## src/rtl/pctl_pkg.sv

```systemverilog
package pctl_pkg;

    localparam logic [3:0] ADR_PB       = 4'h0;
    localparam logic [3:0] ADR_PA       = 4'h1;
    localparam logic [3:0] ADR_CTRL     = 4'hC;
    localparam logic [3:0] ADR_PA_QUIET = 4'hF;

    // bit 0 of the state is the intended C2 level
    typedef enum logic [2:0] {
        C2_IN_LO  = 3'b000,
        C2_IN_HI  = 3'b001,
        C2_MAN_LO = 3'b010,
        C2_MAN_HI = 3'b011,
        C2_HS_LO  = 3'b100,
        C2_HS_HI  = 3'b101,
        C2_PL_LO  = 3'b110,
        C2_PL_HI  = 3'b111
    } c2_state_t;

    // nibble bits 3:1
    typedef enum logic [2:0] {
        MD_IN_NEG     = 3'b000,
        MD_IN_NEG_IND = 3'b001,
        MD_IN_POS     = 3'b010,
        MD_IN_POS_IND = 3'b011,
        MD_HANDSHAKE  = 3'b100,
        MD_PULSE      = 3'b101,
        MD_MAN_LO     = 3'b110,
        MD_MAN_HI     = 3'b111
    } c2_mode_t;

    function automatic c2_state_t enter_mode(input c2_mode_t md, input logic lvl);
        c2_state_t s;
        unique case (md)
            MD_MAN_LO:    s = C2_MAN_LO;
            MD_MAN_HI:    s = C2_MAN_HI;
            MD_HANDSHAKE: s = lvl ? C2_HS_HI : C2_HS_LO;
            MD_PULSE:     s = lvl ? C2_PL_HI : C2_PL_LO;
            default:      s = lvl ? C2_IN_HI : C2_IN_LO;
        endcase
        return s;
    endfunction

endpackage

```

## src/rtl/pctl_sync.sv

```systemverilog
module pctl_sync #(
    parameter int STAGES = 2,
    parameter int WIDTH  = 4
) (
    input  logic             clk,
    input  logic             rst_n,
    input  logic [WIDTH-1:0] d,
    output logic [WIDTH-1:0] q
);
    logic [WIDTH-1:0] chain [STAGES];

    for (genvar i = 0; i < STAGES; i++) begin : g_stage
        if (i == 0) begin : g_first
            always_ff @(posedge clk) begin
                if (!rst_n) chain[0] <= '0;
                else        chain[0] <= d;
            end
        end else begin : g_next
            always_ff @(posedge clk) begin
                if (!rst_n) chain[i] <= '0;
                else        chain[i] <= chain[i-1];
            end
        end
    end

    assign q = chain[STAGES-1];
endmodule

```

## src/rtl/pctl_port.sv

```systemverilog
module pctl_port
    import pctl_pkg::*;
(
    input  logic       clk,
    input  logic       rst_n,
    input  logic [3:0] mode_q,        // current nibble
    input  logic       mode_wr,       // control register written this cycle
    input  logic [2:0] mode_new_code, // incoming nibble bits 3:1
    input  logic       port_acc,      // read or write of own data address
    input  logic       rd_clr,        // flag-clearing read
    input  logic       wr_clr,        // flag-clearing write
    input  logic       c1_s,
    input  logic       c2_s,
    input  logic       c1_clr,
    input  logic       c2_clr,
    output logic       c1_flag,
    output logic       c2_flag,
    output logic       c2_out,
    output logic       c2_oe
);
    c2_state_t st_q, st_d;
    c2_mode_t  md_new;
    logic      c1_prev, c2_prev;
    logic      c1_act, c2_act;
    logic      indep;
    logic      lvl;

    assign md_new = c2_mode_t'(mode_new_code);
    assign lvl    = st_q[0];
    assign indep  = !mode_q[3] && mode_q[1];

    always_ff @(posedge clk) begin
        if (!rst_n) begin
            c1_prev <= 1'b0;
            c2_prev <= 1'b0;
        end else begin
            c1_prev <= c1_s;
            c2_prev <= c2_s;
        end
    end

    always_comb begin
        c1_act = (c1_s != c1_prev) && (c1_s == mode_q[0]);
        c2_act = (c2_s != c2_prev) && !mode_q[3] && (c2_s == mode_q[2]);
    end

    // state register
    always_ff @(posedge clk) begin
        if (!rst_n) st_q <= C2_IN_LO;
        else        st_q <= st_d;
    end

    // next state
    always_comb begin
        st_d = st_q;
        if (mode_wr) begin
            st_d = enter_mode(md_new, lvl);
        end else begin
            unique case (st_q)
                C2_IN_LO, C2_IN_HI,
                C2_MAN_LO, C2_MAN_HI: st_d = st_q;
                C2_HS_LO: if (!port_acc && c1_act) st_d = C2_HS_HI;
                C2_HS_HI: if (port_acc)            st_d = C2_HS_LO;
                C2_PL_LO: if (!port_acc)           st_d = C2_PL_HI;
                C2_PL_HI: if (port_acc)            st_d = C2_PL_LO;
            endcase
        end
    end

    // outputs
    always_comb begin
        c2_oe  = mode_q[3];
        c2_out = mode_q[3] && lvl;
    end

    // edge flags: set wins over every clear source
    always_ff @(posedge clk) begin
        if (!rst_n) begin
            c1_flag <= 1'b0;
            c2_flag <= 1'b0;
        end else begin
            c1_flag <= c1_act || (c1_flag && !(rd_clr || wr_clr || c1_clr));
            c2_flag <= c2_act ||
                       (c2_flag && !(((rd_clr || wr_clr) && !indep) || c2_clr));
        end
    end
endmodule

```

## src/rtl/pctl_handshake.sv

```systemverilog
module pctl_handshake
    import pctl_pkg::*;
#(
    parameter int SYNC_STAGES = 2,
    parameter int ADDR_W      = 4,
    parameter int DATA_W      = 8
) (
    input  logic              clk,
    input  logic              rst_n,
    input  logic              bus_stb,
    input  logic              bus_we,
    input  logic [ADDR_W-1:0] bus_addr,
    input  logic [DATA_W-1:0] bus_wdata,
    output logic [DATA_W-1:0] bus_rdata,
    input  logic [1:0]        c1_in,
    input  logic [1:0]        c2_in,
    output logic [1:0]        c2_out,
    output logic [1:0]        c2_oe,
    output logic [1:0]        c1_flag,
    output logic [1:0]        c2_flag,
    input  logic [1:0]        c1_clr,
    input  logic [1:0]        c2_clr
);
    localparam int NPORT = 2;
    localparam int NIB   = 4;
    localparam int CTRL_W = NPORT * NIB;
    localparam logic [ADDR_W-1:0] A_CTRL  = ADDR_W'(ADR_CTRL);
    localparam logic [ADDR_W-1:0] A_QUIET = ADDR_W'(ADR_PA_QUIET);

    logic [CTRL_W-1:0] pcr_q;
    logic              ctrl_wr, ctrl_rd;
    logic [NPORT-1:0]  c1_s, c2_s;

    assign ctrl_wr = bus_stb && bus_we && (bus_addr == A_CTRL);
    assign ctrl_rd = bus_stb && !bus_we && (bus_addr == A_CTRL);

    always_ff @(posedge clk) begin
        if (!rst_n)       pcr_q <= '0;
        else if (ctrl_wr) pcr_q <= bus_wdata[CTRL_W-1:0];
    end

    assign bus_rdata = ctrl_rd ? DATA_W'(pcr_q) : '0;

    pctl_sync #(.STAGES(SYNC_STAGES), .WIDTH(2*NPORT)) u_sync (
        .clk   (clk),
        .rst_n (rst_n),
        .d     ({c2_in, c1_in}),
        .q     ({c2_s, c1_s})
    );

    for (genvar p = 0; p < NPORT; p++) begin : g_port
        localparam logic [ADDR_W-1:0] DADR = (p == 0) ? ADDR_W'(ADR_PA) : ADDR_W'(ADR_PB);
        logic acc, rdc, wrc;

        assign acc = bus_stb && (bus_addr == DADR);
        assign rdc = bus_stb && !bus_we &&
                     ((bus_addr == DADR) || ((p == 0) && (bus_addr == A_QUIET)));
        assign wrc = bus_stb && bus_we && (bus_addr == DADR);

        pctl_port u_port (
            .clk           (clk),
            .rst_n         (rst_n),
            .mode_q        (pcr_q[p*NIB +: NIB]),
            .mode_wr       (ctrl_wr),
            .mode_new_code (bus_wdata[p*NIB+1 +: 3]),
            .port_acc      (acc),
            .rd_clr        (rdc),
            .wr_clr        (wrc),
            .c1_s          (c1_s[p]),
            .c2_s          (c2_s[p]),
            .c1_clr        (c1_clr[p]),
            .c2_clr        (c2_clr[p]),
            .c1_flag       (c1_flag[p]),
            .c2_flag       (c2_flag[p]),
            .c2_out        (c2_out[p]),
            .c2_oe         (c2_oe[p])
        );
    end
endmodule

```

## config.mk

```make
export PLATFORM = sky130hd
export DESIGN_NAME = pctl_handshake
export DESIGN_NICKNAME = d
export VERILOG_FILES = /design/src/rtl/pctl_pkg.sv /design/src/rtl/pctl_sync.sv /design/src/rtl/pctl_port.sv /design/src/rtl/pctl_handshake.sv
export SDC_FILE = /design/constraint.sdc
export NUM_CORES = 1
export LEC_CHECK = 0
export BUFFER_PORTS_ARGS = -buffer_cell sky130_fd_sc_hd__buf_2
export CORE_ASPECT_RATIO = 0.5
export CORE_UTILIZATION = 35
export CTS_BUF_LIST = sky130_fd_sc_hd__clkbuf_16
export CTS_CLUSTER_SIZE = 16
export DETAILED_ROUTE_END_ITERATION = 10
export RECOVER_POWER = 100
export SLEW_MARGIN = 20
export SYNTH_ARGS = -nofsm -noshare
export SYNTH_HDL_FRONTEND = slang
export SYNTH_HIERARCHICAL = 1
export SYNTH_SLANG_ARGS = --single-unit
```

## constraint.sdc

```tcl
create_clock -name clk -period 1.75 [get_ports clk]
set_input_delay 0.2625 -clock clk [delete_from_list [all_inputs] [get_ports clk]]
set_output_delay 0.2625 -clock clk [all_outputs]
set_load 0.01 [all_outputs]
```

* Word level (Yosys, flattened, before mapping)
Memory sizes are Yosys's and may differ from the RTL's.
Index checks and enable logic that the tools add are counted.
** Storage, ports and cells
- Register bits after elaboration :: 22
- Memory bits (writable) :: 8
- Bits of input ports :: 24
- Output and inout port bits :: 16
- Logic and storage cells :: 139
- Memories :: 1
** Memory list
- u_sync.chain :: words 2, width 4, read ports 2, clocked after memory_dff 0, wr ports 2, line pctl_sync.sv:10 : logic [WIDTH-1:0] chain [STAGES];
** Operators by class
- Equality and inequality tests :: 43
- Multiplexer cells :: 25
- Bitwise gates (word level) :: 2
- Reduce and logical (&&, ||, !) cells :: 57
** Operators with widths (number)
- $eq 3x3->1 const B :: 16
- $pmux 3 s4 :: 4
- $mux 3 :: 10
- $logic_and 1x1->1 :: 28
- $ne 3x2->1 const B :: 6
- $eq 3x2->1 const B :: 4
- $logic_not 1->1 :: 11
- $logic_or 1x1->1 :: 11
- $reduce_and 5->1 :: 2
- $eq 4x4->1 const B :: 2
- $mux 1 :: 8
- $mux 4 :: 2
- $mux 8 :: 1
- $reduce_or 4->1 :: 2
- $eq 3x1->1 const B :: 2
- $logic_not 3->1 :: 2
- $ne 3x3->1 const B :: 2
- $eq 1x1->1 :: 4
- $eq 4x1->1 const B :: 1
- $logic_not 4->1 :: 1
- $ne 1x1->1 :: 4
- $ne 2x2->1 const B :: 2
- $or 1x1->1 :: 2

* Logic depth before layout (Yosys ltp)
Gate-level depths: netlist of the first run.
- Depth after elaboration :: 9
- Depth in mapped cells :: 7
- Depth with buffers taken out :: 6

* Modules after synthesis
The synthesis of the first run kept the hierarchy.
** Modules (own cells, without submodules)
- pctl_port :: instances 2, cells each 43, area an instance 365.4 um^2, sequential area each 140.1 um^2
- pctl_handshake :: instances 1, cells each 58, area an instance 489.2 um^2, sequential area each 160.2 um^2
- pctl_sync :: instances 1, cells each 16, area an instance 210.2 um^2, sequential area each 160.2 um^2

* Worst setup path after synthesis of the first run
Ideal clock, no wire load.
- Path type :: input-to-reg
- Start :: input port bus_addr[3]
- End :: register g_port[1].u_port.st_q[0]
- Setup time :: 0.116 ns
- Arrival :: 1.494 ns
- Required time :: 1.634 ns
- Setup slack :: 0.140 ns
- Stages :: 6
- Path buffers :: 0
- Path through :: nor4b_2 -> and2_1 -> nand3b_1 -> a31oi_1 -> mux2_1 -> and3_1
** On the way
- Word-level cells in the longest chain between the ends :: 6
** Ends and longest elaborated chain
- start, declared :: line pctl_handshake.sv:12 : input logic [ADDR_W-1:0] bus_addr,
- $logic_not 4->1 * :: line pctl_handshake.sv:55 : assign acc = bus_stb && (bus_addr == DADR);
- $logic_and 1x1->1 * :: line pctl_handshake.sv:55
- named net g_port[1].acc :: line pctl_handshake.sv:53 : logic acc, rdc, wrc;
- $logic_not 1->1 :: line pctl_port.sv:62 : C2_HS_LO: if (!port_acc && c1_act) st_d = C2_HS_HI;
- $logic_and 1x1->1 :: line pctl_port.sv:62
- $ne 3x2->1 (no source line)
- $reduce_and 5->1 (no source line) *
- end signal, assigned :: line pctl_port.sv:50 : else st_q <= st_d;
- end, declared :: line pctl_port.sv:21 : c2_state_t st_q, st_d;
Mark *: on every way through the listed nets, which the timed path passes. The rest lies on a longest branch.
A chain may end at the register's enable or synchronous reset.

* Worst setup path after layout of the first run
- Start :: input port bus_addr[0]
- End :: output port bus_rdata[1]
** On the way
- Word-level cells in the longest chain between the ends :: 3
** Ends and longest elaborated chain
- $eq 4x4->1 :: line pctl_handshake.sv:35 : assign ctrl_rd = bus_stb && !bus_we && (bus_addr == A_CTRL);
- $logic_and 1x1->1 :: line pctl_handshake.sv:35
- $mux 8 :: line pctl_handshake.sv:42 : assign bus_rdata = ctrl_rd ? DATA_W'(pcr_q) : '0;
- end, declared :: line pctl_handshake.sv:14 : output logic [DATA_W-1:0] bus_rdata,
Every way passes these cells.

==> qor.yml, run 1 <==
run_status:
  status: "completed"
global_route:
  overflow: 0
  grt_pass1_wl_um: 5240
  grt_pass1_vias: 1180
  grt_max_degree: 39
  antenna_found_initial: 0
  track_usage_pct: 16.7
route:
  topRoutingLayerUsed: "met4"
  antenna_left: 0
  drc: 0
  wl_met3_um: 155
  wl_um: 3120
  first_pass_iters: 4
  drtIter0Drc: 37
  num_vias: 1256
  wl_met1_um: 1630
  wl_met2_um: 1290
  wl_per_cell_um: 11.7
  vias_per_cell: 4.72
die:
  die_x_um: 92.4
  die_h_um: 47.2
  dieArea_um2: 4360
  start_util_pct: 39.1
  core_region_area_um2: 3660
  num_rows: 15
  num_io_pins: 40
setup_path:
  startpoint: "bus_addr[0]"
  critPathLaunchType: "primary input"
  critPathSlowestCell: "nor4_2"
  crit_required_ns: 1.49
  r2r_cells: 4
  critPathTopFamily: "buffers and inverters"
  rr_endpoint: "g_port[0].u_port/st_q[0]"
  slowest_delay_ns: 0.38
  crit_arrival_ns: 1.38
  crit_path_end: "bus_rdata[1]"
  crit_path_frequent_cell: "buf_4"
  cp-end-kind: "output port"
  cp_num_cells: 6
  r2r_setup_slack_ns: 0.40
  crit_fanout: 7
  r2r-start: "g_port[0].u_port/st_q[0]"
  worstPathCellList: "buf_2 > buf_4 > nor4_2 > buf_4 > and2_1 > clkbuf_2"
  path_class: "primary input to output port"
  path_buf_inv: 4
synth:
  yosysMostFrequentCell: "dfxtp_1"
  syn-num-nets: 184
  synth_common_cells: "30 x dfxtp_1, 24 x and2_1, 23 x nand2_1"
  syn-cell-area_um2: 1430
  yosysTopAreaCell: "dfxtp_1"
  synth_enable_flop_cells: 0
  synth_top_area_share_pct: 42.0
  postSynthCellCount: 160
  syn-mean-instance-area_um2: 8.94
  postSynth.asyncResetShare_pct: 0
  ys_seq_elements: 30
  synthTopCellsByArea: "dfxtp_1 42%, and2_1 10%, nand2_1 6.0%"
  yosys_most_used_dff: "dfxtp_1"
  yosys_warnings: 6
  synth_seq_area_share_pct: 42.0
  synth_cell_types: 33
finish:
  areaGrowthSynthToFinish_pct: 31.4
  fill_cells: 358
  ff_latch_area_um2: 601
  multi_input_area_um2: 768
  fin_nets: 238
  antenna_cells: 0
  drive_above_1_share_pct: 26.0
timing:
  grt_setup_unrepaired: "false"
  relSlewSlack_pct: 11.5
  skew_ns: 0.00261
  whs_ns: 0.195
  tns_ns: 0
  worst_slew_pin_slew_ns: 1.33
  final_max_slew_viol_count: 0
  max_freq_mhz: 609
  finalCriticalPeriod_ns: 1.64
  setup_viol: 0
  finalHoldViolCount: 0
  finalCritPeriodShare_pct: 93.9
cts:
  tritoncts: "yes"
  clock_latency_ns: 0.27
  cts.sinks: 30
  ctsResizeCount: 0
  cts.path.max_buffers: 2
  htreeDepth: 2
  postCtsSetupBuffers: 0
  cts_root_buf: "clkbuf_16"
  clk_pin_slew_ns: 0.05
  cts_buffers: 5
  cts-hold-fix-buffers: 0
pwr:
  power_uw: 1610
  p_leak_uw: 0.000783
  cellPowerDensity_nw_per_um2: 854
  vdd_drop_max_mv: 0.438
placed_design:
  dp_hpwl_um: 2310
  gp_congestion: 0.802
  port_buffers: 39
run:
  cap_violations: 0
worst_hold_path:
  hp-class: "primary input to flop"
[metal layers]
layer | global-route usage, % | vias up
met3 | 7.77 | 4
met2 | 26.1 | 35
met1 | 20.5 | 563
met5 | 0 | -
li1 | - | 654
met4 | 6.88 | 0
[worst min path at each step]
stage | start | end | slack (ns) | cells after the start
after floorplan | rst_n | g_port[0].u_port/st_q[2] | 0.38 | 1
after global placement | u_sync/chain[0][2] | u_sync/chain[1][2] | 0.41 | 1
after detailed placement | u_sync/chain[0][2] | u_sync/chain[1][2] | 0.41 | 1
after CTS | c1_in[1] | u_sync/chain[0][1] | 0.19 | 2
after global routing | c2_in[0] | u_sync/chain[0][2] | 0.19 | 2
final | c2_in[0] | u_sync/chain[0][2] | 0.20 | 2
[metrics by stage]
| step | cells | setup slack (ns) | cell area, µm² | util [%] |
|---|---|---|---|---|
| after floorplan | 160 | 0.140 | 1430 | - |
| after global placement | 258 | -0.0810 | 1760 | 48.1 |
| after detailed placement | 258 | -0.142 | 1760 | 48.1 |
| after CTS | 266 | 0.131 | 1900 | 51.9 |
| after global routing | 266 | 0.0335 | 1880 | 51.4 |
| final | 266 | 0.107 | 1880 | 51.4 |
[logic make-up (layout without fill, tap and decap cells)]
logic type             Yosys count  in the layout  share of synthesized area, %
DFF                             30             30                          42.0
buffers and inverters           12             67                          4.29
and+or+nand+nor                 85             85                          35.5
AOI/OAI and AO/OA               23             23                          11.0
muxes                           10             10                          7.17
[layout make-up]
cell class / instances / share of cell area [%]
clock inverter: 3 / 0.666
sequential: 30 / 32.0
inverter: 7 / 1.40
timing repair buffer: 52 / 15.0
multi-input combinational: 118 / 40.9
tap: 51 / 3.40
clock buffer: 5 / 6.66
[where the power goes]
part           internal (µW)  switching (µW)  total [µW]
combinational           52.5            56.0         108
clock                    512             278         790
sequential               700            7.05         707
[sequential cells by signal, indices dropped and copies added, names as in the netlist]
register               count
g_port.u_port/c2_prev      2
u_sync/chain               8
pcr_q                      8
g_port.u_port/c1_prev      2
g_port.u_port/c1_flag      2
g_port.u_port/c2_flag      2
g_port.u_port/st_q         6
[placed cells by master, fill, tap and decap left out, types with 5 or more instances in the layout]
master,netlist,routed
and2_0,0,7
and2_1,24,17
buf_2,1,30
buf_4,2,13
clkbuf_1,1,8
clkbuf_16,0,5
dfxtp_1,30,30
inv_1,7,8
mux2i_1,8,8
nand2_1,23,23
nand2b_1,7,7
nor2b_1,5,5
[worst reg2reg max path, stage by stage (launching register included)]
cell and delay (ns):
dfxtp_1 0.36, nand3b_1 0.18, a31oi_1 0.19, mux2_1 0.33, and3_1 0.18
(Power assumes the default switching activity.)
==> run 2, diff against run 1 <==
SYNTH_HIERARCHICAL = unset   (was 1)
==> qor.yml, run 2 <==
run_status:
  status: "completed"  # unchanged
synth:
  yosys_most_used_dff: "dfxtp_1"  # unchanged
  syn-num-nets: 181  # was 184
  synth_cell_types: 31  # was 33
  postSynth.asyncResetShare_pct: 0  # unchanged
  synthTopCellsByArea: "dfxtp_1 45%, and2_1 10%, nand2_1 6.7%"  # was dfxtp_1 42%, and2_1 10%, nand2_1 6.0%
  ys_seq_elements: 30  # unchanged
  postSynthCellCount: 157  # was 160
  synth_top_area_share_pct: 44.8  # was 42.0%
  yosysMostFrequentCell: "dfxtp_1"  # unchanged
  yosysTopAreaCell: "dfxtp_1"  # unchanged
  syn-cell-area_um2: 1340  # was 1430 µm²
  synth_common_cells: "30 x dfxtp_1, 24 x nand2_1, 22 x and2_1"  # was 30 x dfxtp_1, 24 x and2_1, 23 x nand2_1
  synth_enable_flop_cells: 0  # unchanged
  yosys_warnings: 0  # was 6
  syn-mean-instance-area_um2: 8.54  # was 8.94 µm²
  synth_seq_area_share_pct: 44.8  # was 42.0%
global_route:
  track_usage_pct: 15.0  # was 16.7%
  antenna_found_initial: 0  # unchanged
  grt_max_degree: 17  # was 39
  overflow: 0  # unchanged
  grt_pass1_vias: 988  # was 1180
  grt_pass1_wl_um: 4360  # was 5240 µm
die:
  num_io_pins: 40  # unchanged
  core_region_area_um2: 3550  # was 3660 µm²
  num_rows: 15  # unchanged
  die_x_um: 89.5  # was 92.4 µm
  dieArea_um2: 4100  # was 4360 µm²
  start_util_pct: 37.8  # was 39.1%
  die_h_um: 45.8  # was 47.2 µm
cts:
  clock_latency_ns: 0.27  # about the same
  cts_buffers: 5  # unchanged
  ctsResizeCount: 0  # unchanged
  cts-hold-fix-buffers: 0  # unchanged
  clk_pin_slew_ns: 0.05  # about the same
  cts.sinks: 30  # unchanged
  postCtsSetupBuffers: 0  # unchanged
  cts_root_buf: "clkbuf_16"  # unchanged
  tritoncts: "yes"  # unchanged
  cts.path.max_buffers: 2  # unchanged
  htreeDepth: 2  # unchanged
worst_hold_path:
  min-delay-start: "c1_in[0]"  # was c2_in[0]
  whs_path_depth: 2  # unchanged
  hp-class: "primary input to flop"  # unchanged
  holdPathEnd: "u_sync.chain[0][0]"  # was u_sync/chain[0][2]
route:
  wl_um: 2960  # was 3120 µm
  antenna_left: 0  # unchanged
  first_pass_iters: 4  # unchanged
  drc: 0  # unchanged
  drtIter0Drc: 52  # was 37
  wl_per_cell_um: 11.9  # was 11.7 µm
  vias_per_cell: 4.81  # was 4.72
  num_vias: 1194  # was 1256
timing:
  max_freq_mhz: 640  # was 609 MHz
  finalCriticalPeriod_ns: 1.56  # was 1.64 ns
  finalCritPeriodShare_pct: 89.3  # was 93.9%
  relSlewSlack_pct: 51.3  # was 11.5%
  skew_ns: 0.00426  # was 0.00261 ns
  setup_viol: 0  # unchanged
  finalHoldViolCount: 0  # unchanged
  worst_slew_pin_slew_ns: 0.730  # was 1.33 ns
  final_max_slew_viol_count: 0  # unchanged
  tns_ns: 0  # unchanged
  grt_setup_unrepaired: "false"  # unchanged
finish:
  drive_above_1_share_pct: 21.3  # was 26.0%
  antenna_cells: 0  # unchanged
  areaGrowthSynthToFinish_pct: 24.9  # was 31.4%
  layout_common_cells: "30 x dfxtp_1, 29 x buf_2, 24 x nand2_1"  # was 30 x dfxtp_1, 30 x buf_2, 23 x nand2_1
  fin_nets: 221  # was 238
  largest_registers: "pcr_q (8), u_sync.chain (8), g_port.u_port.st_q (6)"  # was pcr_q (8), u_sync/chain (8), g_port.u_port/st_q (6)
  final_core_util_pct: 47.2  # was 51.4%
  final_cell_count_no_fill: 248  # was 266
  final_common_cell: "dfxtp_1"
setup_path:
  crit_fanout: 6  # was 7
  r2r-start: "pcr_q[0]"  # was g_port[0].u_port/st_q[0]
  rr_endpoint: "g_port[0].u_port.st_q[0]"  # was g_port[0].u_port/st_q[0]
  critPathLaunchType: "primary input"  # unchanged
  r2r_cells: 4  # unchanged
  crit_arrival_ns: 1.30  # was 1.38 ns
  path_class: "primary input to output port"  # unchanged
  cp-end-kind: "output port"  # unchanged
  r2r_setup_slack_ns: 0.37  # was 0.40 ns
  crit_required_ns: 1.49  # about the same
pwr:
  p_leak_uw: 0.000653  # was 0.000783 µW
  cellPowerDensity_nw_per_um2: 946  # was 854 nW/µm²
  vdd_drop_max_mv: 0.373  # was 0.438 mV
placed_design:
  dp_hpwl_um: 2110  # was 2310 µm
  port_buffers: 39  # unchanged
  placedCellCount: 241  # was 258
  gp_congestion: 0.789  # was 0.802
run:
  cap_violations: 0  # unchanged
run 2: power by group:
part	leakage (µW)	internal [µW]	switching, µW	total [µW]
combinational	0.000339	38.6	45.0	83.6
sequential	0.000244	700	7.49	708
clock	0.0000694	511	282	793
run 2: cells by family (layout without fill, tap and decap cells):
group / after synthesis / count (layout) / synth area share (%)
buffers and inverters: 16 / 56 / 6.90
AND/OR/NAND/NOR: 82 / 82 / 34.8
flip-flops: 30 / 30 / 44.8
AO/OA/AOI/OAI: 28 / 28 / 12.8
multiplexers: 1 / 1 / 0.746
run 2: critical path, cell delays in order:
cell and delay (ns):
buf_2 0.11, and4bb_2 0.31, nand2_1 0.06, nor2_1 0.11, clkbuf_2 0.19, and2_1 0.14, buf_2 0.12
run 2: routing by layer:
| layer | GRT usage (%) | up-vias | part of all wire [%] |
|---|---|---|---|
| li1 | - | 618 | - |
| met1 | 18.2 | 543 | 49 |
| met2 | 24.7 | 28 | 45 |
| met3 | 6.16 | 5 | 5.1 |
| met4 | 4.76 | 0 | 0.98 |
| met5 | 0 | - | 0 |
run 2: area by class of cell:
class / instances / area (µm²)
clock buffer: 5 / 125
clock inverter: 2 / 10.0
fill: 356 / 1870
inverter: 3 / 11.3
multi-input combinational: 111 / 643
sequential: 30 / 601
tap: 51 / 63.8
timing repair buffer: 46 / 221
run 2: stage by stage:
| step | power [µW] | hold slack (ns) | cell area [µm²] | setup slack (ns) |
|---|---|---|---|---|
| 6_report | 1580 | 0.195 | 1680 | 0.187 |
| 5_1_grt | 1640 | 0.200 | 1680 | 0.0733 |
| 4_1_cts | 1600 | 0.192 | 1710 | 0.207 |
| 3_5_place_dp | 809 | 0.423 | 1570 | 0.0173 |
| 3_3_place_gp | 807 | 0.417 | 1570 | 0.0458 |
| 2_1_floorplan | 760 | 0.390 | 1340 | 0.193 |
run 2: worst max-delay path by stage:
stage | start | to | cells after the start
finish | bus_addr[1] | bus_rdata[5] | 7
global route | bus_addr[0] | bus_rdata[4] | 7
CTS | bus_addr[0] | bus_rdata[5] | 7
detailed placement | bus_addr[3] | g_port[0].u_port.st_q[0] | 6
global placement | bus_addr[3] | g_port[0].u_port.st_q[0] | 6
floorplan | bus_addr[3] | g_port[0].u_port.st_q[0] | 5
==> run 3, diff against run 2 <==
--- a/config.mk
+++ b/config.mk
@@ -9,2 +9,3 @@
 export CORE_ASPECT_RATIO = 0.5
+export CORE_MARGIN = 5
 export CORE_UTILIZATION = 35
==> constraint.sdc (replaced) <==
create_clock -name clk -period 1.75 [get_ports clk]
set_input_delay 0.175 -clock clk [delete_from_list [all_inputs] [get_ports clk]]
set_output_delay 0.175 -clock clk [all_outputs]
set_load 0.01 [all_outputs]
==> qor.yml, run 3 (synthesis results as in run 2) <==
run_status:
  status: "completed"  # unchanged
placed_design:
  dp_hpwl_um: 2250  # was 2110 µm
  port_buffers: 39  # unchanged
  pre_cts_slack_ns: 0.112  # was 0.0173 ns
  placedCellCount: 241  # unchanged
  gp_congestion: 0.796  # was 0.789
finish:
  drive_above_1_share_pct: 19.7  # was 21.3%
  fin_nets: 221  # unchanged
  fill_cells: 383  # was 356
  largest_registers: "pcr_q (8), u_sync.chain (8), g_port.u_port.st_q (6)"  # unchanged
  antenna_cells: 0  # unchanged
  final_common_cell: "dfxtp_1"  # unchanged
  final_cell_count_no_fill: 249  # was 248
  layout_common_cells: "30 x dfxtp_1, 28 x buf_2, 24 x nand2_1"  # was 30 x dfxtp_1, 29 x buf_2, 24 x nand2_1
  areaGrowthSynthToFinish_pct: 24.9  # unchanged
global_route:
  grt_pass1_vias: 1046  # was 988
  track_usage_pct: 12.2  # was 15.0%
  antenna_found_initial: 0  # unchanged
  grt_max_degree: 17  # unchanged
  grt_pass1_wl_um: 4900  # was 4360 µm
  overflow: 0  # unchanged
cts:
  ctsResizeCount: 0  # unchanged
  clk_pin_slew_ns: 0.05  # about the same
  postCtsSetupBuffers: 0  # unchanged
  tritoncts: "yes"  # unchanged
  cts_buffers: 5  # unchanged
  clock_latency_ns: 0.27  # about the same
  cts-hold-fix-buffers: 0  # unchanged
  cts_root_buf: "clkbuf_16"  # unchanged
  htreeDepth: 2  # unchanged
  cts.path.max_buffers: 2  # unchanged
  cts.sinks: 30  # unchanged
setup_path:
  path_class: "primary input to output port"  # unchanged
  critPathSlowestCell: "and4bb_2"  # unchanged
  slowest_delay_ns: 0.31  # about the same
  crit_required_ns: 1.57  # was 1.49 ns
  worstPathCellList: "buf_2 > and4bb_2 > nand2_1 > nor2_1 > clkbuf_1 > and2_1 > clkbuf_1"  # was buf_2 > and4bb_2 > nand2_1 > nor2_1 > clkbuf_2 > and2_1 > buf_2
  crit_arrival_ns: 1.29  # was 1.30 ns
  critPathLaunchType: "primary input"  # unchanged
  crit_path_frequent_cell: "clkbuf_1"  # was buf_2
  crit_fanout: 5  # was 6
  cp-end-kind: "output port"  # unchanged
timing:
  whs_ns: 0.111  # was 0.195 ns
  final_max_slew_viol_count: 0  # unchanged
  max_freq_mhz: 683  # was 640 MHz
  worst_slew_pin_slew_ns: 0.728  # was 0.730 ns
  relSlewSlack_pct: 51.5  # was 51.3%
  tns_ns: 0  # unchanged
  finalHoldViolCount: 0  # unchanged
  setup_viol: 0  # unchanged
  skew_ns: 0.00289  # was 0.00426 ns
  finalCriticalPeriod_ns: 1.47  # was 1.56 ns
  worst_slack_ns: 0.285  # was 0.187 ns
  finalCritPeriodShare_pct: 83.7  # was 89.3%
  grt_setup_unrepaired: "false"  # unchanged
pwr:
  p_sw_share_pct: 20.8  # was 21.1%
  vdd_drop_max_mv: 0.482  # was 0.373 mV
  p_seq_share_pct: 44.8  # was 44.7%
  switchingPower_uw: 328  # was 334 µW
  p_clk_share_pct: 49.9  # was 50.1%
  intPower_uw: 1250  # about the same
  cellPowerDensity_nw_per_um2: 942  # was 946 nW/µm²
  p_leak_uw: 0.000647  # was 0.000653 µW
  power.share.combinational_pct: 5.2  # was 5.3%
die:
  die_x_um: 97.5  # was 89.5 µm
  start_util_pct: 37.6  # was 37.8%
  num_io_pins: 40  # unchanged
  core_region_area_um2: 3570  # was 3550 µm²
  num_rows: 15  # unchanged
  die_h_um: 53.8  # was 45.8 µm
  dieArea_um2: 5250  # was 4100 µm²
route:
  wl_per_cell_um: 11.8  # was 11.9 µm
  drtIter0Drc: 28  # was 52
  antenna_left: 0  # unchanged
  num_vias: 1156  # was 1194
  first_pass_iters: 4  # unchanged
  vias_per_cell: 4.64  # was 4.81
  drc: 0  # unchanged
  wl_um: 2940  # was 2960 µm
run:
  cap_violations: 0  # unchanged
worst_hold_path:
  hp-class: "primary input to flop"  # unchanged
==> run 3: path summary, 6_finish.rpt <==
| kind | from | end | slack (ns) | cells after the start |
|---|---|---|---|---|
| max | bus_addr[0] | bus_rdata[7] | 0.28 | 7 |
| min | c1_in[1] | u_sync.chain[0][1] | 0.11 | 2 |
| max reg2reg | g_port[0].u_port.st_q[0] | g_port[0].u_port.st_q[0] | 0.42 | 4 |
| min reg2reg | u_sync.chain[0][2] | u_sync.chain[1][2] | 0.43 | 1 |
==> run 3: cell type report <==
| cell class | count | area (µm²) | share of cell area (%) |
|---|---|---|---|
| well taps | 51 | 63.8 | 3.81 |
| inverters | 3 | 11.3 | 0.672 |
| flip-flops and latches | 30 | 601 | 35.8 |
| clock buffers | 5 | 125 | 7.47 |
| clock inverters | 3 | 12.5 | 0.747 |
| repair buffers | 46 | 219 | 13.1 |
| multi-input cells | 111 | 643 | 38.4 |
==> run 3: routing by layer <==
layer  global-route usage [%]  vias up  routed length [µm]
met5                        0        -                   0
met4                     4.83        0                  21
met3                     5.05        2                 129
met2                     19.7       19                1350
met1                     14.8      518                1440
li1                         -      617                   -
==> run 3: power by group through the flow <==
stage,Clock [µW],Combinational [µW],Sequential [µW]
after CTS,814,87.7,707
after detailed placement,0,87.3,721
final,788,82.8,707
after global routing,852,94.3,708
after global placement,0,86.2,720
after floorplan,0,41.5,719
==> run 3: critical path, delay by kind of cell <==
kind          cells  cell delay (ns)
buf+inv           3             0.48
simple gates      4             0.63
==> run 3: stage by stage <==
| step | utilization, % | total power (µW) | area (µm²) |
|---|---|---|---|
| final | 47.0 | 1580 | 1680 |
| after global routing | 47.0 | 1650 | 1680 |
| after CTS | 47.9 | 1610 | 1710 |
| after detailed placement | 44.1 | 808 | 1570 |
| after global placement | 44.1 | 807 | 1570 |
| after floorplan | - | 760 | 1340 |
